<file path="src/rtl/nrj_pkg.sv">
package nrj_pkg;

    localparam int NRJ_HOLD_TICKS  = 16;
    localparam int NRJ_SYNC_STAGES = 2;

    typedef enum logic {
        NRJ_BYPASS = 1'b0,
        NRJ_FILTER = 1'b1
    } nrj_mode_e;

    typedef struct packed {
        logic lvl;
        logic fall;
    } nrj_out_t;

    function automatic int nrj_cnt_width(input int hold);
        int w;
        w = $clog2(hold);
        return (w < 1) ? 1 : w;
    endfunction

endpackage

</file>
<file path="src/rtl/nrj_sync.sv">
module nrj_sync #(
    parameter int   STAGES  = 2,
    parameter logic RST_VAL = 1'b1
) (
    input  logic clk,
    input  logic rst,
    input  logic d,
    output logic q
);
    logic [STAGES-1:0] chain_q;

    always_ff @(posedge clk) begin
        if (rst) chain_q <= {STAGES{RST_VAL}};
        else     chain_q <= {chain_q[STAGES-2:0], d};
    end

    assign q = chain_q[STAGES-1];
endmodule

</file>
<file path="src/rtl/nrj_filter.sv">
module nrj_filter
    import nrj_pkg::*;
#(
    parameter int HOLD = 16
) (
    input  logic      clk,
    input  logic      rst,
    input  logic      tick,
    input  nrj_mode_e mode,
    input  logic      din,
    output logic      lvl
);
    localparam int            CW   = nrj_cnt_width(HOLD);
    localparam logic [CW-1:0] LAST = CW'(HOLD - 1);

    typedef struct packed {
        logic          filt;
        logic [CW-1:0] run;
    } filt_st_t;

    filt_st_t st_q, st_nx;

    always_comb begin
        st_nx = st_q;
        if (mode == NRJ_BYPASS) begin
            st_nx.filt = din;
            st_nx.run  = '0;
        end else if (din == st_q.filt) begin
            st_nx.run = '0;
        end else if (tick) begin
            if (st_q.run == LAST) begin
                st_nx.filt = din;
                st_nx.run  = '0;
            end else begin
                st_nx.run = st_q.run + 1'b1;
            end
        end
    end

    always_ff @(posedge clk) begin
        if (rst) st_q <= '{filt: 1'b1, run: '0};
        else     st_q <= st_nx;
    end

    assign lvl = (mode == NRJ_FILTER) ? st_q.filt : din;
endmodule

</file>
<file path="src/rtl/nrj_edge.sv">
module nrj_edge
    import nrj_pkg::*;
(
    input  logic     clk,
    input  logic     rst,
    input  logic     lvl,
    output nrj_out_t res
);
    logic prev_q;

    always_ff @(posedge clk) begin
        if (rst) prev_q <= 1'b1;
        else     prev_q <= lvl;
    end

    assign res.lvl  = lvl;
    assign res.fall = prev_q & ~lvl;
endmodule

</file>
<file path="src/rtl/nrj_bank.sv">
module nrj_bank
    import nrj_pkg::*;
#(
    parameter int NUM_CH      = 4,
    parameter int HOLD_TICKS  = NRJ_HOLD_TICKS,
    parameter int SYNC_STAGES = NRJ_SYNC_STAGES
) (
    input  logic              clk,
    input  logic              rst,
    input  logic              slow_tick,
    input  logic [NUM_CH-1:0] raw_in,
    input  logic [NUM_CH-1:0] enable,
    output logic [NUM_CH-1:0] level_out,
    output logic [NUM_CH-1:0] fall_stb
);
    for (genvar ch = 0; ch < NUM_CH; ch++) begin : g_ch
        logic      sync_lvl;
        logic      filt_lvl;
        nrj_out_t  ch_res;
        nrj_mode_e mode;

        assign mode = nrj_mode_e'(enable[ch]);

        nrj_sync #(
            .STAGES (SYNC_STAGES),
            .RST_VAL(1'b1)
        ) i_sync (
            .clk(clk),
            .rst(rst),
            .d  (raw_in[ch]),
            .q  (sync_lvl)
        );

        nrj_filter #(
            .HOLD(HOLD_TICKS)
        ) i_filter (
            .clk (clk),
            .rst (rst),
            .tick(slow_tick),
            .mode(mode),
            .din (sync_lvl),
            .lvl (filt_lvl)
        );

        nrj_edge i_edge (
            .clk(clk),
            .rst(rst),
            .lvl(filt_lvl),
            .res(ch_res)
        );

        assign level_out[ch] = ch_res.lvl;
        assign fall_stb[ch]  = ch_res.fall;
    end
endmodule

</file>
<file path="config.mk">
export PLATFORM = sky130hd
export DESIGN_NAME = nrj_bank
export DESIGN_NICKNAME = d
export VERILOG_FILES = /design/src/rtl/nrj_pkg.sv /design/src/rtl/nrj_sync.sv /design/src/rtl/nrj_filter.sv /design/src/rtl/nrj_edge.sv /design/src/rtl/nrj_bank.sv
export SDC_FILE = /design/constraint.sdc
export NUM_CORES = 1
export LEC_CHECK = 0
export ABC_AREA = 1
export CAP_MARGIN = 20
export CORE_UTILIZATION = 40
export CTS_CLUSTER_SIZE = 16
export DETAILED_ROUTE_END_ITERATION = 7
export PLACE_DENSITY = 0.7
export SYNTH_ARGS = -nofsm -noshare
export SYNTH_HDL_FRONTEND = slang
export SYNTH_HIERARCHICAL = 1
export SYNTH_SLANG_ARGS = --single-unit
</file>
<file path="constraint.sdc">
create_clock -name clk -period 1.4 [get_ports clk]
set_clock_uncertainty 0.05 [all_clocks]
set_input_delay 0.21 -clock clk [delete_from_list [all_inputs] [get_ports clk]]
set_output_delay 0.21 -clock clk [all_outputs]
set_load 0.02 [all_outputs]
</file>
==> Flow_metrics.wiki <==
{| class="wikitable"
! Metric !! Value
|-
| Post-detailed-routing wire length || 2573 µm
|-
| Min-Delay Path Class || in -> reg
|-
| Avg WL per Cell || 8.605 µm
|-
| Net switching fraction of the power || 0.2512
|-
| Placer's final routability congestion estimate || 0.7559
|-
| Final worst setup slack || 0.07290 ns
|-
| Crit Path Max Fanout || 3
|-
| Sequential fraction of the synthesis area || 0.4238
|-
| Starting density of the core || 0.4358
|-
| Post-synthesis area per instance || 6.997 µm²
|-
| Final #Nets || 267
|-
| Overall via count from detail_route || 1312
|-
| Synthesized Nets || 231
|-
| Power density relative to cell area || 996.2 nW/µm²
|-
| Worst ir drop on vdd || 0.6383 mV
|-
| Post-synthesis async set-or-reset flop share || 0
|-
| DRC marker count from the first detailed-route iteration || 41
|-
| Area of combinational cells with multiple inputs || 675.6 µm²
|-
| Htree depth || 2
|-
| End of the worst register-to-register path || g_ch[2].i_filter/st_q[4]
|-
| RSZ-0062 raised after global routing || false
|-
| Synth Area in Compound Gates || 0.03974
|-
| Count of buffers added by post-CTS timing repair for setup || 0
|-
| Sw Pwr || 480.9 µW
|-
| #FFs+latches synth || 32
|-
| First-pass GRT wire length || 4864 µm
|-
| Critical Setup Path Class || reg -> out
|-
| Reg2reg setup slack || 0.24 ns
|-
| Number of flops mapped to enable cells by yosys || 0
|-
| Share of total power in sequential cells || 0.495
|-
| Vias in the first global route || 1236
|-
| Fraction of the mapped netlist area in simple logic gates || 0.3146
|-
| Leakage dissipation || 0.001097 µW
|-
| Top cells by instance count after synthesis || nand2_1 (60), inv_1 (48), dfxtp_1 (32)
|-
| Worst-Margin Slew || 0.1694 ns
|-
| Ratio of cells with drive above 1 in the final layout || 0.1897
|-
| Post-synthesis instance area || 1511 µm²
|-
| Crit share post-route || 0.9479
|-
| Endpoint class of the critical path || primary output
|-
| Number of hold violations in the final report || 0
|-
| Final non-filler cell total || 299
|-
| Latest clock arrival within the worst-skew pair || 0.29 ns
|-
| Beginning of the critical path || g_ch[0].i_sync/chain_q[1]
|-
| Placed instance count || 291
|-
| Crit path launch type || flop
|-
| Yosys top cell by area || dfxtp_1
|-
| Combinational family with the most area after synthesis || simple AND/OR/NAND/NOR gates
|-
| Clock power frac || 0.385
|-
| Adder and majority cell fraction of the synthesized area || 0.03311
|-
| Synthesized instance count || 216
|-
| GRT overflow || 0
|-
| Fin crit period || 1.327 ns
|-
| Count of input and output buffers || 18
|-
| Area added between synthesis and finish || 27.15%
|-
| Required time at the endpoint of the critical path || 1.14 ns
|-
| Number of cells on the worst reg-to-reg path || 6
|-
| Setup Slack @ Placement || -0.5437 ns
|-
| Number of detailed-routing iterations run before antenna repair || 4
|-
| Startpoint of the most critical register-to-register path || g_ch[2].i_filter/st_q[0]
|-
| Hpwl dp || 1858 µm
|-
| Routed via count divided by cell count || 4.388
|-
| Number of remaining DRC errors || 0
|-
| Std-Cell Rows || 21
|-
| Capture point of the worst path || fall_stb[0]
|-
| Clk Tree Root Cell || clkbuf_8
|-
| Slew Viols, Final || 0
|-
| Clock buffer depth || 2
|-
| Run status || finished, final reports clean
|-
| WHS Path Cells || 4
|-
| Proportion of power drawn by combinational gates || 0.120
|-
| Area of the core || 3468 µm²
|-
| Biggest area contributors in the synthesized netlist || dfxtp_1 (42%), nand2_1 (15%), inv_1 (12%), nand3_1 (4.0%), nor2_1 (4.0%)
|-
| Cell internal pwr || 1434 µW
|-
| Chip height || 63.47 µm
|-
| Clock-pin slew of the registers on the worst-case setup and hold paths || 0.06 ns
|-
| Synthesized-area fraction occupied by xor and xnor cells || 0.02318
|-
| Max Fclk || 753.5 MHz
|-
| Antenna Cells || 0
|-
| Proportion of synthesized area in mux cells || 0.02649
|-
| Slew margin rel. || 0.8862
|-
| Final setup fails || 0
|-
| Largest net degree at the start of global routing || 19
|-
| Clock tree sinks || 32
|-
| Total clock buffers created by CTS || 5
|-
| Max-Cap Viols || 0
|-
| Count of different cell masters after synthesis || 14
|-
| Critical Path AT || 1.07 ns
|-
| Sequential cell area || 641.9 µm²
|-
| Top-level port count || 19
|-
| Number of antenna violations at the first check in global routing || 0
|-
| Most numerous cell in the Yosys netlist || nand2_1
|-
| Number of nets with antenna violations after routing || 0
|-
| Chip width || 63.47 µm
|-
| Clock tree from TritonCTS || yes
|-
| Total global-route track usage || 0.1589
|-
| Total Die Area || 4028 µm²
|-
| Dominant register cell in the synthesized netlist || dfxtp_1
|-
| Number of fill cells in the layout || 358
|-
| Yosys warning count || 6
|-
| Top cell type's share of synthesized area || 0.4238
|}
[flip-flops by register name, summed over array words and instances (netlist names)]
name / cells
g_ch.i_edge/prev_q: 4
g_ch.i_filter/st_q: 20
g_ch.i_sync/chain_q: 8
[logic make-up (layout without fill, tap and decap cells)]
kind of cell | after synthesis | after routing
AO/OA/AOI/OAI | 12 | 12
buffers and inverters | 52 | 89
AND/OR/NAND/NOR | 108 | 108
multiplexers | 4 | 4
adder cells (fa/ha/maj) | 4 | 4
flip-flops | 32 | 32
XOR/XNOR | 4 | 4
[worst min path at each step]
stage | from | to | slack [ns]
after global placement | g_ch[3].i_sync/chain_q[0] | g_ch[3].i_sync/chain_q[1] | 0.34
after detailed placement | g_ch[0].i_sync/chain_q[0] | g_ch[0].i_sync/chain_q[1] | 0.35
after CTS | enable[0] | g_ch[0].i_edge/prev_q | 0.34
after floorplan | raw_in[0] | g_ch[0].i_sync/chain_q[0] | 0.24
final | enable[1] | g_ch[1].i_edge/prev_q | 0.22
after global routing | enable[2] | g_ch[2].i_edge/prev_q | 0.27
[cells in the final DEF, fill, tap and decap left out, types with 2 or more instances in the layout]
cell type	instances
a21oi_1	8
buf_2	7
buf_4	15
clkbuf_8	6
clkdlybuf4s50_1	6
clkinv_2	2
dfxtp_1	31
dlymetal6s2s_1	3
ha_1	4
inv_1	48
mux2i_1	4
nand2_1	60
nand3_1	12
nand3_2	4
nor2_1	16
nor2_2	8
nor3_1	8
o21ai_2	4
xor2_1	4
[worst max-delay path: stages (launching register included)]
cell and delay, ns:
dfxtp_1 0.35, inv_1 0.07, o21ai_2 0.15, nor2_1 0.06
buf_2 0.15
[layout make-up]
class | count | share of cell area
well taps | 46 | 0.02995
clock inverters | 2 | 0.005208
inverters | 48 | 0.09375
repair buffers | 33 | 0.1426
clock buffers | 6 | 0.04297
multi-input cells | 132 | 0.3516
flip-flops and latches | 32 | 0.3340
[power groups by stage]
stage	registers [µW]	logic [µW]	clock network, µW
2_1_floorplan	969	121	0
3_3_place_gp	967	238	0
3_5_place_dp	968	242	0
4_1_cts	947	232	770
5_1_grt	950	258	820
6_report	948	229	737
[what timing repair did]
action / 4_1_cts / 5_1_grt
hold buffers: 0 / 0
pin swaps: 0 / 2
hold endpoints to repair: 0 / 0
setup endpoints to repair: 8 / 4
gates resized for setup: 41 / 5
[through the flow]
stage	power, µW	hold WS, ns	utilization	cell area [µm²]	setup TNS [ns]
6_report	1914	0.2240	0.5541	1922	0
5_1_grt	2028	0.2670	0.5541	1922	0
4_1_cts	1950	0.3355	0.5509	1911	0
3_5_place_dp	1210	0.3481	0.5317	1844	-4.181
3_3_place_gp	1205	0.3400	0.5317	1844	-3.961
2_1_floorplan	1090	0.2448	-	1511	0
[routing by layer]
metal  global-route usage  vias up  wire length [µm]  share of wire
met5                    0        -                 0              0
met4              0.08523        0                61          0.024
met3              0.05978        7               118          0.046
met2               0.2606       21              1181           0.46
met1               0.1761      566              1211           0.47
li1                     -      718                 -              -
Power figures use the tool's default switching activity.
